`config.mk`:
```
export PLATFORM = sky130hd
export DESIGN_NAME = bus_route_selector
export DESIGN_NICKNAME = d
export VERILOG_FILES = /design/src/rtl/bus_route_pkg.sv /design/src/rtl/route_input_stage.sv /design/src/rtl/route_group_seq.sv /design/src/rtl/bus_route_selector.sv
export SDC_FILE = /design/constraint.sdc
export NUM_CORES = 1
export LEC_CHECK = 0
export ABC_AREA = 1
export BUFFER_PORTS_ARGS = -buffer_cell sky130_fd_sc_hd__buf_4
export CORE_MARGIN = 5
export CORE_UTILIZATION = 57
export CTS_BUF_LIST = sky130_fd_sc_hd__clkbuf_16
export DETAILED_ROUTE_END_ITERATION = 8
export PLACE_DENSITY = 0.8
export SYNTH_ARGS = -nofsm -noshare
export SYNTH_HDL_FRONTEND = slang
export SYNTH_HIERARCHICAL = 1
export SYNTH_SLANG_ARGS = --single-unit
```
`constraint.sdc`:
```
create_clock -name clk -period 2.1 [get_ports clk]
set_input_delay 0.315 -clock clk [delete_from_list [all_inputs] [get_ports clk]]
set_output_delay 0.315 -clock clk [all_outputs]
set_load 0.01 [all_outputs]
```
`src/rtl/bus_route_pkg.sv`:
```
package bus_route_pkg;
  typedef enum logic {
    MODE_PAIR   = 1'b0,
    MODE_SINGLE = 1'b1
  } route_mode_e;

  localparam int GROUPS = 2;
endpackage

```
`src/rtl/route_input_stage.sv`:
```
module route_input_stage
  import bus_route_pkg::*;
#(
  parameter int ADDR_W = 4
) (
  input  logic              clk,
  input  logic              rst,
  input  logic              mode_strap_i,
  input  logic [ADDR_W-1:0] addr_i,
  input  logic              en_a_i,
  input  logic              en_b_i,
  output route_mode_e       mode_o,
  output logic [GROUPS-1:0] tgt_on_o,
  output logic [ADDR_W-1:0] tgt_sel_o
);
  route_mode_e       mode_r;
  logic [ADDR_W-1:0] addr_r;
  logic              a_r, b_r;

  // strap captured only in reset; address held regardless of enables
  always_ff @(posedge clk) begin
    if (rst) begin
      mode_r <= route_mode_e'(mode_strap_i);
      addr_r <= '0;
      a_r    <= 1'b0;
      b_r    <= 1'b0;
    end else begin
      addr_r <= addr_i;
      a_r    <= en_a_i;
      b_r    <= en_b_i;
    end
  end

  always_comb begin
    if (mode_r == MODE_PAIR) begin
      tgt_on_o = {b_r, a_r};
    end else begin
      tgt_on_o = {a_r & b_r, a_r & ~b_r};
    end
  end

  assign tgt_sel_o = addr_r;
  assign mode_o    = mode_r;
endmodule

```
`src/rtl/route_group_seq.sv`:
```
module route_group_seq #(
  parameter int GATES      = 16,
  parameter int GAP_CYCLES = 2,
  localparam int SEL_W     = $clog2(GATES),
  localparam int CNT_W     = (GAP_CYCLES > 1) ? $clog2(GAP_CYCLES) : 1
) (
  input  logic             clk,
  input  logic             rst,
  input  logic             tgt_on_i,
  input  logic [SEL_W-1:0] tgt_sel_i,
  output logic [GATES-1:0] gate_o,
  output logic             clamp_o
);
  logic [GATES-1:0] tgt_oh;
  logic [GATES-1:0] gate_r, gate_nx;
  logic [CNT_W-1:0] gap_r, gap_nx;

  always_comb begin
    tgt_oh = '0;
    if (tgt_on_i) tgt_oh[tgt_sel_i] = 1'b1;
  end

  // break-before-make: any mismatch drops the gate, then waits the gap
  always_comb begin
    gate_nx = gate_r;
    gap_nx  = gap_r;
    if (gate_r != '0 && gate_r != tgt_oh) begin
      gate_nx = '0;
      gap_nx  = CNT_W'(GAP_CYCLES - 1);
    end else if (gate_r == '0 && tgt_oh != '0 && gap_r == '0) begin
      gate_nx = tgt_oh;
    end else if (gap_r != '0) begin
      gap_nx = gap_r - 1'b1;
    end
  end

  always_ff @(posedge clk) begin
    if (rst) begin
      gate_r  <= '0;
      gap_r   <= '0;
      clamp_o <= 1'b1;
    end else begin
      gate_r  <= gate_nx;
      gap_r   <= gap_nx;
      clamp_o <= (gate_nx == '0);
    end
  end

  assign gate_o = gate_r;
endmodule

```
`src/rtl/bus_route_selector.sv`:
```
module bus_route_selector
  import bus_route_pkg::*;
#(
  parameter int ADDR_W     = 4,
  parameter int GAP_CYCLES = 2,
  localparam int GATES     = 1 << ADDR_W,
  localparam int BUSES     = GATES * GROUPS
) (
  input  logic              clk,
  input  logic              rst,
  input  logic              mode_strap_i,
  input  logic [ADDR_W-1:0] addr_i,
  input  logic              en_a_i,
  input  logic              en_b_i,
  output logic [BUSES-1:0]  bus_gate_o,
  output logic [GROUPS-1:0] clamp_o
);
  route_mode_e       mode_r;
  logic [GROUPS-1:0] tgt_on;
  logic [ADDR_W-1:0] tgt_sel;
  logic [GATES-1:0]  grp_gate [GROUPS];

  route_input_stage #(.ADDR_W(ADDR_W)) u_in (
    .clk(clk), .rst(rst), .mode_strap_i(mode_strap_i), .addr_i(addr_i),
    .en_a_i(en_a_i), .en_b_i(en_b_i), .mode_o(mode_r),
    .tgt_on_o(tgt_on), .tgt_sel_o(tgt_sel)
  );

  for (genvar g = 0; g < GROUPS; g++) begin : g_grp
    route_group_seq #(.GATES(GATES), .GAP_CYCLES(GAP_CYCLES)) u_seq (
      .clk(clk), .rst(rst), .tgt_on_i(tgt_on[g]), .tgt_sel_i(tgt_sel),
      .gate_o(grp_gate[g]), .clamp_o(clamp_o[g])
    );
    for (genvar i = 0; i < GATES; i++) begin : g_map
      assign bus_gate_o[i*GROUPS + g] = grp_gate[g][i];
    end
  end
endmodule

```
==> results of run 1 <==
## where the power goes
group / switching (W) / total, W / internal, W
registers: 0.0000172 / 0.000848 / 0.000831
logic: 0.000162 / 0.000257 / 0.0000954
clock network: 0.000322 / 0.000876 / 0.000555
## worst paths after layout
path,to,slack [ns]
hold reg to reg,g_grp[0].u_seq/gate_o[5],0.63
setup / recovery,g_grp[0].u_seq/clamp_o,-0.16
setup reg to reg,g_grp[0].u_seq/clamp_o,-0.16
hold / removal,u_in/mode_o,0.20
## per-stage QoR
step	cell area [µm²]	TNS, ns	instances
4_1_cts	3640	-0.160	618
3_3_place_gp	3380	-0.987	608
6_report	3800	-1.74	623
2_1_floorplan	2780	0	477
3_5_place_dp	3380	-1.71	608
5_1_grt	3800	-7.39	623
## synth_stat cells
library cell,n,area (µm²)
sky130_fd_sc_hd__clkinv_1,4,15.0
sky130_fd_sc_hd__clkinv_2,1,5.00
sky130_fd_sc_hd__nand3_2,1,10.0
sky130_fd_sc_hd__nor2_4,3,33.8
sky130_fd_sc_hd__clkbuf_1,5,18.8
sky130_fd_sc_hd__and2_1,2,12.5
sky130_fd_sc_hd__nand2_1,148,556
sky130_fd_sc_hd__a21boi_1,1,7.51
sky130_fd_sc_hd__edfxtp_1,1,30.0
sky130_fd_sc_hd__dfxtp_1,42,841
sky130_fd_sc_hd__buf_1,2,7.51
sky130_fd_sc_hd__nor2_1,83,312
sky130_fd_sc_hd__buf_4,1,7.51
sky130_fd_sc_hd__o21bai_1,2,15.0
sky130_fd_sc_hd__o21ai_1,8,40.0
sky130_fd_sc_hd__nand3b_1,1,7.51
sky130_fd_sc_hd__nand3_1,41,205
sky130_fd_sc_hd__inv_1,46,173
sky130_fd_sc_hd__buf_2,3,15.0
sky130_fd_sc_hd__nand2_2,4,25.0
sky130_fd_sc_hd__nand4_1,19,119
sky130_fd_sc_hd__nor2_2,9,56.3
sky130_fd_sc_hd__inv_2,8,30.0
sky130_fd_sc_hd__buf_6,3,33.8
sky130_fd_sc_hd__buf_8,1,15.0
sky130_fd_sc_hd__o21ai_0,38,190
## sequential cells by signal, summed over array words and instances, names as in the netlist
name,cells
g_grp.u_seq/gap_r,2
g_grp.u_seq/gate_o,32
u_in/a_r,1
g_grp.u_seq/clamp_o,2
u_in/tgt_sel_o,4
u_in/mode_o,1
u_in/b_r,1
## logic make-up (layout without fill, tap and decap cells)
group | count (synthesis) | in the layout | share of synthesized area (%)
AOI/OAI and AO/OA | 49 | 49 | 9.09
and+or+nand+nor | 311 | 313 | 48.1
DFF | 43 | 43 | 31.3
buffers and inverters | 74 | 151 | 11.5
## worst register-to-register path, stage by stage (launching register included)
cell and delay (ns):
sky130_fd_sc_hd__edfxtp_1 0.41, sky130_fd_sc_hd__a21boi_2 0.17, sky130_fd_sc_hd__buf_4 0.15, sky130_fd_sc_hd__buf_4 0.19, sky130_fd_sc_hd__nand3_1 0.12, sky130_fd_sc_hd__nand2_1 0.09
sky130_fd_sc_hd__nand2_1 0.07, sky130_fd_sc_hd__nor2_1 0.16, sky130_fd_sc_hd__nand2_1 0.09, sky130_fd_sc_hd__nor2_2 0.14, sky130_fd_sc_hd__nand2_2 0.11, sky130_fd_sc_hd__nand2_4 0.15
sky130_fd_sc_hd__o21ai_1 0.09, sky130_fd_sc_hd__nand2_1 0.08, sky130_fd_sc_hd__nor2_2 0.05, sky130_fd_sc_hd__nand2_1 0.05, sky130_fd_sc_hd__nand2_1 0.05
## final cells by class
type	count	area share, %
Multi-Input combinational cell	362	46.6
Sequential cell	43	23.0
Timing Repair Buffer	84	18.0
Inverter	59	5.93
Clock buffer	5	3.29
Tap cell	67	2.21
Clock inverter	3	1.02
## what timing repair did
item,in CTS,in global routing
endpoints found under the setup margin,19,36
gates resized for setup,35,54
pin swaps,21,15
cloned,1,2
setup buffers,1,3
## layer usage
metal	vias up	part of all wire, %	wire length, µm	global-route usage (%)
met5	-	0	0	0
met4	0	1.5	133	7.94
met3	22	11	944	5.98
met2	182	43	3790	43.6
met1	1555	45	3910	40.1
li1	1660	-	-	-
==> parameters.txt, run 1 <==
Parameter                              Value

Cells and area
  Net count of the finished layout    564
  Final cell utilization of the core    80.5%
  Synth-to-layout area growth    36.7%
  Share of layout cells above drive strength 1    30.0%
  Leading cell type in the layout, fill and taps excluded    sky130_fd_sc_hd__nand2_1
  Filler Cell Count    361
  Most used cells in the layout excluding fill and tap cells    129 x sky130_fd_sc_hd__nand2_1, 73 x sky130_fd_sc_hd__buf_4, 72 x sky130_fd_sc_hd__nor2_1
  Combined area of the multi-input logic cells    1770 µm²
  Diode count    0
  Sequential cell area    875 µm²

Run status
  Outcome    finished, violations left
  Failing checks    negative setup slack

Drt
  Drt first-iter violations    525
  Vias post-DR    3419
  Initial DRT Pass Iterations    5
  DRC violation count after routing    0
  Ratio of routed vias to standard cells    5.49
  Total length of routed wires    8780 µm
  Post-detailed-route wirelength per cell    14.1 µm
  Number of antenna-violating nets in the routed design    0

Worst hold path
  Class of the tightest hold or removal check    in -> reg
  Startpoint of the worst hold path    mode_strap_i
  Cell depth of the worst min-delay path    1

Clock network
  Clock latency on the worst-skew pair    0.28 ns
  Post-cts hold buffer count    0
  Clock transition at the registers of the reported paths    0.06 ns
  TritonCTS Buffers    5
  Maximum buffer depth of the clock tree    2
  Clock net sink count    43
  CTS H-tree depth    2
  TritonCTS clock tree    done
  Clk Tree Root Cell    sky130_fd_sc_hd__clkbuf_16

Setup path
  Largest delay contributor family on the critical path    simple AND/OR/NAND/NOR gates
  Critical path fanouts, max    12
  Reg-to-reg critical path startpoint    u_in/mode_o
  Critical path capture point type    flop
  Largest stage delay on the critical path    0.41 ns
  Most numerous cell on the critical path    sky130_fd_sc_hd__nand2_1
  Required time worst endpoint    2.28 ns
  Critical path buffer and inverter count    2
  Worst setup SP type    flop
  Source of the critical timing path    u_in/mode_o
  R2R depth    16
  Worst Setup Path Type    reg -> reg
  List of cells traversed by the critical path    a21boi_2 > buf_4 > buf_4 > nand3_1 > nand2_1 > nand2_1 > nor2_1 > nand2_1 > nor2_2 > nand2_2 > nand2_4 > o21ai_1 > nand2_1 > nor2_2 > nand2_1 > nand2_1
  Number of stages on the worst setup path    16
  Critical path's slowest cell    sky130_fd_sc_hd__edfxtp_1
  Data arrival time of the worst path    2.44 ns

Synthesis
  Sequential fraction of the synthesis area    31.3%
  Post-Syn Area    2780 µm²
  Net count after synthesis    486
  Synthesized area per cell    5.83 µm²
  Unique masters post-synth    26
  Yosys warnings    6
  Number of synthesized register bits    43
  Instance count of the mapped netlist    477

STA
  Worst slew pin tran    0.464 ns
  Slew margin rel.    69.1%
  Crit path setup slack, layout    -0.157 ns
  Count of final setup violators    34
  Post-route worst hold slack    0.203 ns
  Fmax    443 MHz
  Hold Vio Cnt, Final    0
  Layout Skew    0.00424 ns
  Time the worst path needs with I/O delays and setup    2.26 ns
  RSZ-0062 raised after global routing    yes
  Max Slew Vio Count    0
  Fin crit share    107%

Die
  Total number of placement rows    25
  Die ar.    6370 µm²
  Die Wd    79.8 µm
  Starting Density    58.9%
  CORE AREA    4720 µm²
  Die Y-Extent    79.8 µm
  Number of primary I/O pins    43

Global routing
  Number of global-route vias before repair    3056
  Global-route usage over all layers    28.4%
  Initial antenna violation count    0
  First-pass GRT wire length    14300 µm
  Pin count of the biggest net entering global routing    44
  Residual overflow from global routing    0

Placed design
  Worst setup timing slack at the placement stage    -0.227 ns
  Port Buf Inserts    42
  Last weighted congestion value of the routability-driven placer    1.01
  HPWL after detailed placement    6240 µm

Pwr
  Cell Pwr Density    522 nW/µm²
  Largest voltage drop on the vdd net    0.366 mV
  Final total power    0.00198 W
  Static power due to leakage    1.89 nW

Job
  MaxCap Viol Count    0
No activity file was read; power rests on OpenSTA's default activity.
==> run 2: changes to the inputs <==
--- a/config.mk
+++ b/config.mk
@@ -11,6 +11,7 @@
 export CORE_UTILIZATION = 57
 export CTS_BUF_LIST = sky130_fd_sc_hd__clkbuf_16
 export DETAILED_ROUTE_END_ITERATION = 8
+export MAX_ROUTING_LAYER = met4
 export PLACE_DENSITY = 0.8
 export SYNTH_ARGS = -nofsm -noshare
 export SYNTH_HDL_FRONTEND = slang
==> run 2 against run 1 <==
  * The run still ends with negative setup slack left
  * Sequential share of layout area increased by 0.10 points
  * Maximum frequency grew 1.9%
  * Final cell count unchanged
  * Utilization is 0.48 points lower
  * Count of clock-buffer cells in the layout stayed put
  * Critical path depth up 2
  * Sequential power hardly changed
  * Register-to-register slack improved by 0.04 ns
  * Clock skew rose by 0.0031 ns
  * Non-clock buffer count is the same
  * Sequential cell count stayed put
  * Cell area decreased by 0.59%
==> parameters.txt, run 2 (same netlist as run 1, synthesis figures left out) <==
Parameter                              Value

Setup path
  Source of the critical timing path    u_in/mode_o
  R2R depth    18 (+2)
  Reg-to-reg critical path startpoint    u_in/mode_o
  Worst Setup Path Type    reg -> reg
  Critical R2R Capture    g_grp[0].u_seq/clamp_o
  Reg2Reg Setup Slack    -0.11 ns (+0.04 ns)
  Required time worst endpoint    2.33 ns (+0.05 ns)
  Data arrival time of the worst path    2.44 ns (about the same)
  Critical path capture point type    flop
  Worst setup SP type    flop
  Critical path fanouts, max    7 (-5)

Global routing
  Pin count of the biggest net entering global routing    44 (unchanged)
  Global-route usage over all layers    29.1% (+0.75 points)
  Initial antenna violation count    0 (unchanged)
  Number of global-route vias before repair    3097 (+1.3%)
  Residual overflow from global routing    0 (unchanged)
  First-pass GRT wire length    14300 µm (+0.29%)

STA
  Fin crit share    105% (-2.0 points)
  Count of final setup violators    26 (-24%)
  Slew margin rel.    68.6% (-0.48 points)
  Crit path setup slack, layout    -0.115 ns (+0.0426 ns)
  Max Slew Vio Count    0 (unchanged)
  Time the worst path needs with I/O delays and setup    2.21 ns (-0.0426 ns)
  Worst slew pin tran    0.471 ns (+0.00723 ns)
  RSZ-0062 raised after global routing    yes
  Layout Skew    0.00731 ns (+0.00307 ns)
  Fmax    452 MHz (+1.9%)
  Hold Vio Cnt, Final    0 (unchanged)

Clock network
  TritonCTS Buffers    5 (unchanged)
  Post-cts hold buffer count    0 (unchanged)
  Clock latency on the worst-skew pair    0.28 ns (about the same)
  Clk Tree Root Cell    sky130_fd_sc_hd__clkbuf_16
  TritonCTS clock tree    done
  Clock transition at the registers of the reported paths    0.06 ns (about the same)
  Clock net sink count    43 (unchanged)
  CTS H-tree depth    2 (unchanged)
  Maximum buffer depth of the clock tree    2 (unchanged)

Worst hold path
  Hold Crit Endpoint    u_in/mode_o
  Startpoint of the worst hold path    mode_strap_i
  Class of the tightest hold or removal check    in -> reg
  Cell depth of the worst min-delay path    1 (unchanged)

Job
  MaxCap Viol Count    0 (unchanged)

Drt
  Post-detailed-route wirelength per cell    14.6 µm (+3.6%)
  Vias post-DR    3426 (+0.20%)
  Total length of routed wires    9090 µm (+3.6%)
  Number of antenna-violating nets in the routed design    0 (unchanged)
  Ratio of routed vias to standard cells    5.50 (+0.20%)
  Drt first-iter violations    367 (-30%)
  Initial DRT Pass Iterations    5 (unchanged)
  DRC violation count after routing    0 (unchanged)

Cells and area
  Leading cell type in the layout, fill and taps excluded    sky130_fd_sc_hd__nand2_1
  Net count of the finished layout    564 (unchanged)
  Final cell area excluding filler cells    3780 µm² (-0.59%)
  Synth-to-layout area growth    35.9%
  Sequential cell area    873 µm² (-0.14%)
  Share of layout cells above drive strength 1    29.7% (-0.36 points)
  Diode count    0 (unchanged)
  Number of flip-flops under the largest register name    32 (unchanged)
  Filler Cell Count    358 (-0.83%)
  Combined area of the multi-input logic cells    1770 µm² (+0.28%)
  Most used cells in the layout excluding fill and tap cells    126 x sky130_fd_sc_hd__nand2_1, 75 x sky130_fd_sc_hd__nor2_1, 73 x sky130_fd_sc_hd__buf_4

Die
  Die Y-Extent    79.8 µm (unchanged)
  Die ar.    6370 µm² (unchanged)
  Total number of placement rows    25 (unchanged)
  Number of primary I/O pins    43 (unchanged)
  CORE AREA    4720 µm² (unchanged)
  Die Wd    79.8 µm (unchanged)
  Starting Density    58.9% (unchanged)

Placed design
  Cell area reported after detailed placement    3380 µm² (-0.15%)
  Last weighted congestion value of the routability-driven placer    1.04 (+2.8%)
  Port Buf Inserts    42 (unchanged)
  HPWL after detailed placement    6360 µm (+1.9%)

Pwr
  Static power due to leakage    1.88 nW (-0.38%)
  Internal Power    0.00136 W (-8.1%)
  Cell Pwr Density    493 nW/µm² (-5.5%)
  Largest voltage drop on the vdd net    0.549 mV (+50%)
  Switching portion of total power    26.9% (+1.6 points)
  Share of power burned in the clock network    40.5% (-3.7 points)
  Net switching power    0.000501 W (about the same)
  Final total power    0.00186 W (-6.0%)
  Combinational fraction of design power    14.1% (+1.1 points)
  Sequential cell fraction of total power    45.5% (+2.7 points)

Run status
  Outcome    finished, violations left
  Failing checks    negative setup slack
==> run 2: stage by stage <==
stage | std cells | util (%) | setup TNS, ns | setup WS (ns) | hold slack [ns]
after floorplan | 477 | - | 0 | 0.140 | 0.386
after global placement | 609 | 71.5 | -0.710 | -0.177 | 0.498
after detailed placement | 609 | 71.5 | -1.05 | -0.191 | 0.495
after CTS | 618 | 76.2 | -0.152 | -0.0940 | 0.206
after global routing | 623 | 80.0 | -5.86 | -0.323 | 0.208
final | 623 | 80.0 | -0.718 | -0.115 | 0.212
==> run 2: layout make-up <==
class	count	area share [%]
clock inverters	3	0.397
flip-flops and latches	43	23.1
well taps	67	2.22
clock buffers	5	3.31
repair buffers	84	18.0
multi-input cells	362	47.0
inverters	59	5.96
==> run 2: per-layer routing <==
metal | track usage, % | share of wire [%]
met1 | 40.4 | 44
met2 | 44.0 | 45
met3 | 4.74 | 9.9
met4 | 8.11 | 1.4
met5 | - | 0
==> run 2: power by group through the flow <==
stage                     combinational [W]  sequential [W]  clock (W)
after global routing               0.000284        0.000848   0.000805
after detailed placement           0.000214        0.000862          0
final                              0.000262        0.000847   0.000753
after global placement             0.000209        0.000862          0
after CTS                          0.000232        0.000844   0.000769
after floorplan                    0.000117        0.000867          0
==> run 2: what timing repair did <==
item,in CTS,in global routing
cloned,1,1
endpoints found under the setup margin,26,36
buffers inserted,0,4
pin swaps,16,17
gates resized for setup,27,58
==> run 2: critical path, cell delays in order (launching register included) <==
cell                       delay [ns]
sky130_fd_sc_hd__edfxtp_1        0.42
sky130_fd_sc_hd__a21boi_2        0.18
sky130_fd_sc_hd__buf_6           0.14
sky130_fd_sc_hd__buf_6           0.10
sky130_fd_sc_hd__nand2_4         0.04
sky130_fd_sc_hd__nor2_4          0.19
sky130_fd_sc_hd__buf_4           0.15
sky130_fd_sc_hd__nand3_1         0.06
sky130_fd_sc_hd__nand2_1         0.07
sky130_fd_sc_hd__nor2_1          0.04
sky130_fd_sc_hd__nand2_1         0.07
sky130_fd_sc_hd__nor2_2          0.04
sky130_fd_sc_hd__nand2_2         0.11
sky130_fd_sc_hd__nand2_4         0.12
sky130_fd_sc_hd__o21ai_2         0.08
sky130_fd_sc_hd__nand2_1         0.07
sky130_fd_sc_hd__nor2_1          0.15
sky130_fd_sc_hd__nand2_1         0.07
sky130_fd_sc_hd__nand2_1         0.05
==> run 2: worst max path at each step <==
stage / end / slack (ns) / depth (start not counted)
floorplan: g_grp[0].u_seq/clamp_o / 0.14 / 18
global placement: g_grp[0].u_seq/clamp_o / -0.18 / 18
detailed placement: g_grp[0].u_seq/clamp_o / -0.19 / 18
CTS: g_grp[0].u_seq/clamp_o / -0.09 / 18
global route: g_grp[0].u_seq/clamp_o / -0.32 / 18
finish: g_grp[0].u_seq/clamp_o / -0.11 / 18
==> run 3: changes to the inputs <==
--- a/config.mk
+++ b/config.mk
@@ -9,7 +9,6 @@
 export BUFFER_PORTS_ARGS = -buffer_cell sky130_fd_sc_hd__buf_4
 export CORE_MARGIN = 5
 export CORE_UTILIZATION = 57
-export CTS_BUF_LIST = sky130_fd_sc_hd__clkbuf_16
 export DETAILED_ROUTE_END_ITERATION = 8
 export MAX_ROUTING_LAYER = met4
 export PLACE_DENSITY = 0.8
==> run 3 against run 2 <==
  * The run still ends with negative setup slack left
  * Cell area fell by 3.1%
  * Power shrank 13%
  * First-iteration DRC count up 7.9%
  * Utilization fell by 2.5 points
  * Maximum frequency increased by 0.86%
  * Die area unchanged
  * Critical path type unchanged
  * Largest cell class unchanged
==> parameters.txt, run 3 (same netlist as run 1, synthesis figures left out) <==
Parameter                              Value

Run status
  Outcome    finished, violations left
  Failing checks    negative setup slack

Clock network
  TritonCTS Buffers    5 (unchanged)
  Clk Tree Root Cell    sky130_fd_sc_hd__clkbuf_8
  Post-cts hold buffer count    0 (unchanged)
  Clock transition at the registers of the reported paths    0.09 ns (+0.03 ns)
  TritonCTS clock tree    done
  CTS H-tree depth    2 (unchanged)
  Clock latency on the worst-skew pair    0.30 ns (+0.02 ns)
  Clock net sink count    43 (unchanged)
  Maximum buffer depth of the clock tree    2 (unchanged)

Placed design
  Last weighted congestion value of the routability-driven placer    1.04 (unchanged)
  Cell Count Post-Placement    609 (unchanged)
  Port Buf Inserts    42 (unchanged)
  HPWL after detailed placement    6360 µm (unchanged)
  Cell area reported after detailed placement    3380 µm² (unchanged)

Job
  MaxCap Viol Count    0 (unchanged)

Cells and area
  Net count of the finished layout    564 (unchanged)
  Diode count    0 (unchanged)
  Number of cells in the finished layout apart from fillers    623 (unchanged)
  Number of flip-flops under the largest register name    32 (unchanged)
  Leading cell type in the layout, fill and taps excluded    sky130_fd_sc_hd__nand2_1
  Final cell area excluding filler cells    3660 µm² (-3.1%)
  Most used cells in the layout excluding fill and tap cells    127 x sky130_fd_sc_hd__nand2_1, 79 x sky130_fd_sc_hd__buf_4, 78 x sky130_fd_sc_hd__nor2_1
  Filler Cell Count    387 (+8.1%)
  Share of layout cells above drive strength 1    28.4% (-1.3 points)
  Synth-to-layout area growth    31.7%

Setup path
  Reg-to-reg critical path startpoint    u_in/mode_o
  Required time worst endpoint    2.30 ns (-0.03 ns)
  Critical path's slowest cell    sky130_fd_sc_hd__edfxtp_1
  R2R depth    18 (unchanged)
  Critical path fanouts, max    7 (unchanged)
  Most numerous cell on the critical path    sky130_fd_sc_hd__nand2_1
  Critical path destination    g_grp[0].u_seq/clamp_o
  Worst Setup Path Type    reg -> reg
  Critical path capture point type    flop
  Largest stage delay on the critical path    0.41 ns (about the same)
  Worst setup SP type    flop
  Reg2Reg Setup Slack    -0.1 ns (+0.02 ns)
  Critical R2R Capture    g_grp[0].u_seq/clamp_o
  Data arrival time of the worst path    2.40 ns (-0.04 ns)
  Source of the critical timing path    u_in/mode_o
  List of cells traversed by the critical path    a21boi_1 > buf_4 > buf_6 > nand2_4 > nor2_4 > nand2_2 > nand2_1 > nand2_1 > nor2_1 > nand2_1 > nor2_2 > nand2_2 > nand2_4 > o21ai_2 > nand2_1 > nor2_1 > nand2_1 > nand2_1

STA
  Max Slew Vio Count    0 (unchanged)
  Slew margin rel.    68.8% (+0.24 points)
  Fin crit share    105% (-0.90 points)
  Hold Vio Cnt, Final    0 (unchanged)
  Setup tns final    -0.513 ns (+0.205 ns)
  Fmax    455 MHz (+0.86%)
  Post-route worst hold slack    0.196 ns (-0.0152 ns)
  Worst slew pin tran    0.467 ns (-0.00358 ns)
  Time the worst path needs with I/O delays and setup    2.20 ns (-0.0189 ns)
  RSZ-0062 raised after global routing    yes
  Count of final setup violators    21 (-19%)
  Layout Skew    0.00944 ns (+0.00212 ns)
  Crit path setup slack, layout    -0.0958 ns (+0.0189 ns)

Die
  Die Y-Extent    79.8 µm (unchanged)
  CORE AREA    4720 µm² (unchanged)
  Starting Density    58.9% (unchanged)
  Total number of placement rows    25 (unchanged)
  Die Wd    79.8 µm (unchanged)
  Die ar.    6370 µm² (unchanged)
  Number of primary I/O pins    43 (unchanged)

Drt
  Number of antenna-violating nets in the routed design    0 (unchanged)
  Vias post-DR    3379 (-1.4%)
  Initial DRT Pass Iterations    7 (+2)
  Drt first-iter violations    396 (+7.9%)
  DRC violation count after routing    0 (unchanged)
  Ratio of routed vias to standard cells    5.42 (-1.4%)
  Total length of routed wires    8750 µm (-3.8%)
  Post-detailed-route wirelength per cell    14.0 µm (-3.8%)

Global routing
  First-pass GRT wire length    14100 µm (-1.5%)
  Number of global-route vias before repair    3052 (-1.5%)
  Residual overflow from global routing    0 (unchanged)
  Pin count of the biggest net entering global routing    44 (unchanged)
  Initial antenna violation count    0 (unchanged)
  Global-route usage over all layers    28.7% (-0.44 points)

Worst hold path
  Cell depth of the worst min-delay path    1 (unchanged)
  Class of the tightest hold or removal check    in -> reg

Pwr
  Final total power    0.00162 W (-13%)
  Static power due to leakage    1.84 nW (-2.2%)
  Largest voltage drop on the vdd net    0.515 mV (-6.2%)
  Cell Pwr Density    442 nW/µm² (-10%)
-- run 3: critical path: cells and delay by family, from the launching register on --
kind,cells,cell delay [ns]
AOI/OAI and AO/OA,2,0.23
DFF,1,0.41
buffers and inverters,2,0.28
and+or+nand+nor,14,1.19
-- run 3: repair_timing --
| item | in CTS | in global routing |
|---|---|---|
| pin swaps | 15 | 6 |
| resized for setup | 25 | 41 |
| setup buffers | 0 | 4 |
| hold endpoints to repair | 0 | 0 |
| setup endpoints to repair | 21 | 36 |
| gates cloned | 1 | 1 |
-- run 3: area by class of cell --
cell class | instances | area, µm² | area share (%)
clock buffers | 5 | 68.8 | 1.88
inverters | 59 | 224 | 6.12
well taps | 67 | 83.8 | 2.29
multi-input cells | 362 | 1740 | 47.5
flip-flops and latches | 43 | 873 | 23.9
repair buffers | 84 | 658 | 18.0
clock inverters | 3 | 15.0 | 0.410
-- run 3: layer usage --
metal,wire length (µm),vias to the layer above,GRT usage [%]
li1,-,1664,-
met5,0,-,-
met3,918,12,5.30
met4,89,0,6.93
met1,4000,1503,40.9
met2,3740,200,42.0
-- run 3: worst min-delay path by stage --
stage                        endpoint    startpoint  slack, ns
after detailed placement  u_in/mode_o  mode_strap_i       0.49
after global placement    u_in/mode_o  mode_strap_i       0.50
after CTS                 u_in/mode_o  mode_strap_i       0.19
after global routing      u_in/mode_o  mode_strap_i       0.19
after floorplan              u_in/a_r           rst       0.39
final                     u_in/mode_o  mode_strap_i       0.20
-- run 3: stage by stage --
step | setup slack (ns) | util (%)
after floorplan | 0.140 | -
after global placement | -0.177 | 71.5
after detailed placement | -0.191 | 71.5
after CTS | -0.0894 | 74.9
after global routing | -0.279 | 77.5
final | -0.0958 | 77.5
-- run 3: where the power goes --
group,switching [W],leakage (nW),internal (W),total [W]
Clock,0.000297,0.0477,0.000228,0.000525
Sequential,0.0000150,0.350,0.000830,0.000845
Combinational,0.000159,1.44,0.0000906,0.000250
Total,0.000471,1.84,0.00115,0.00162
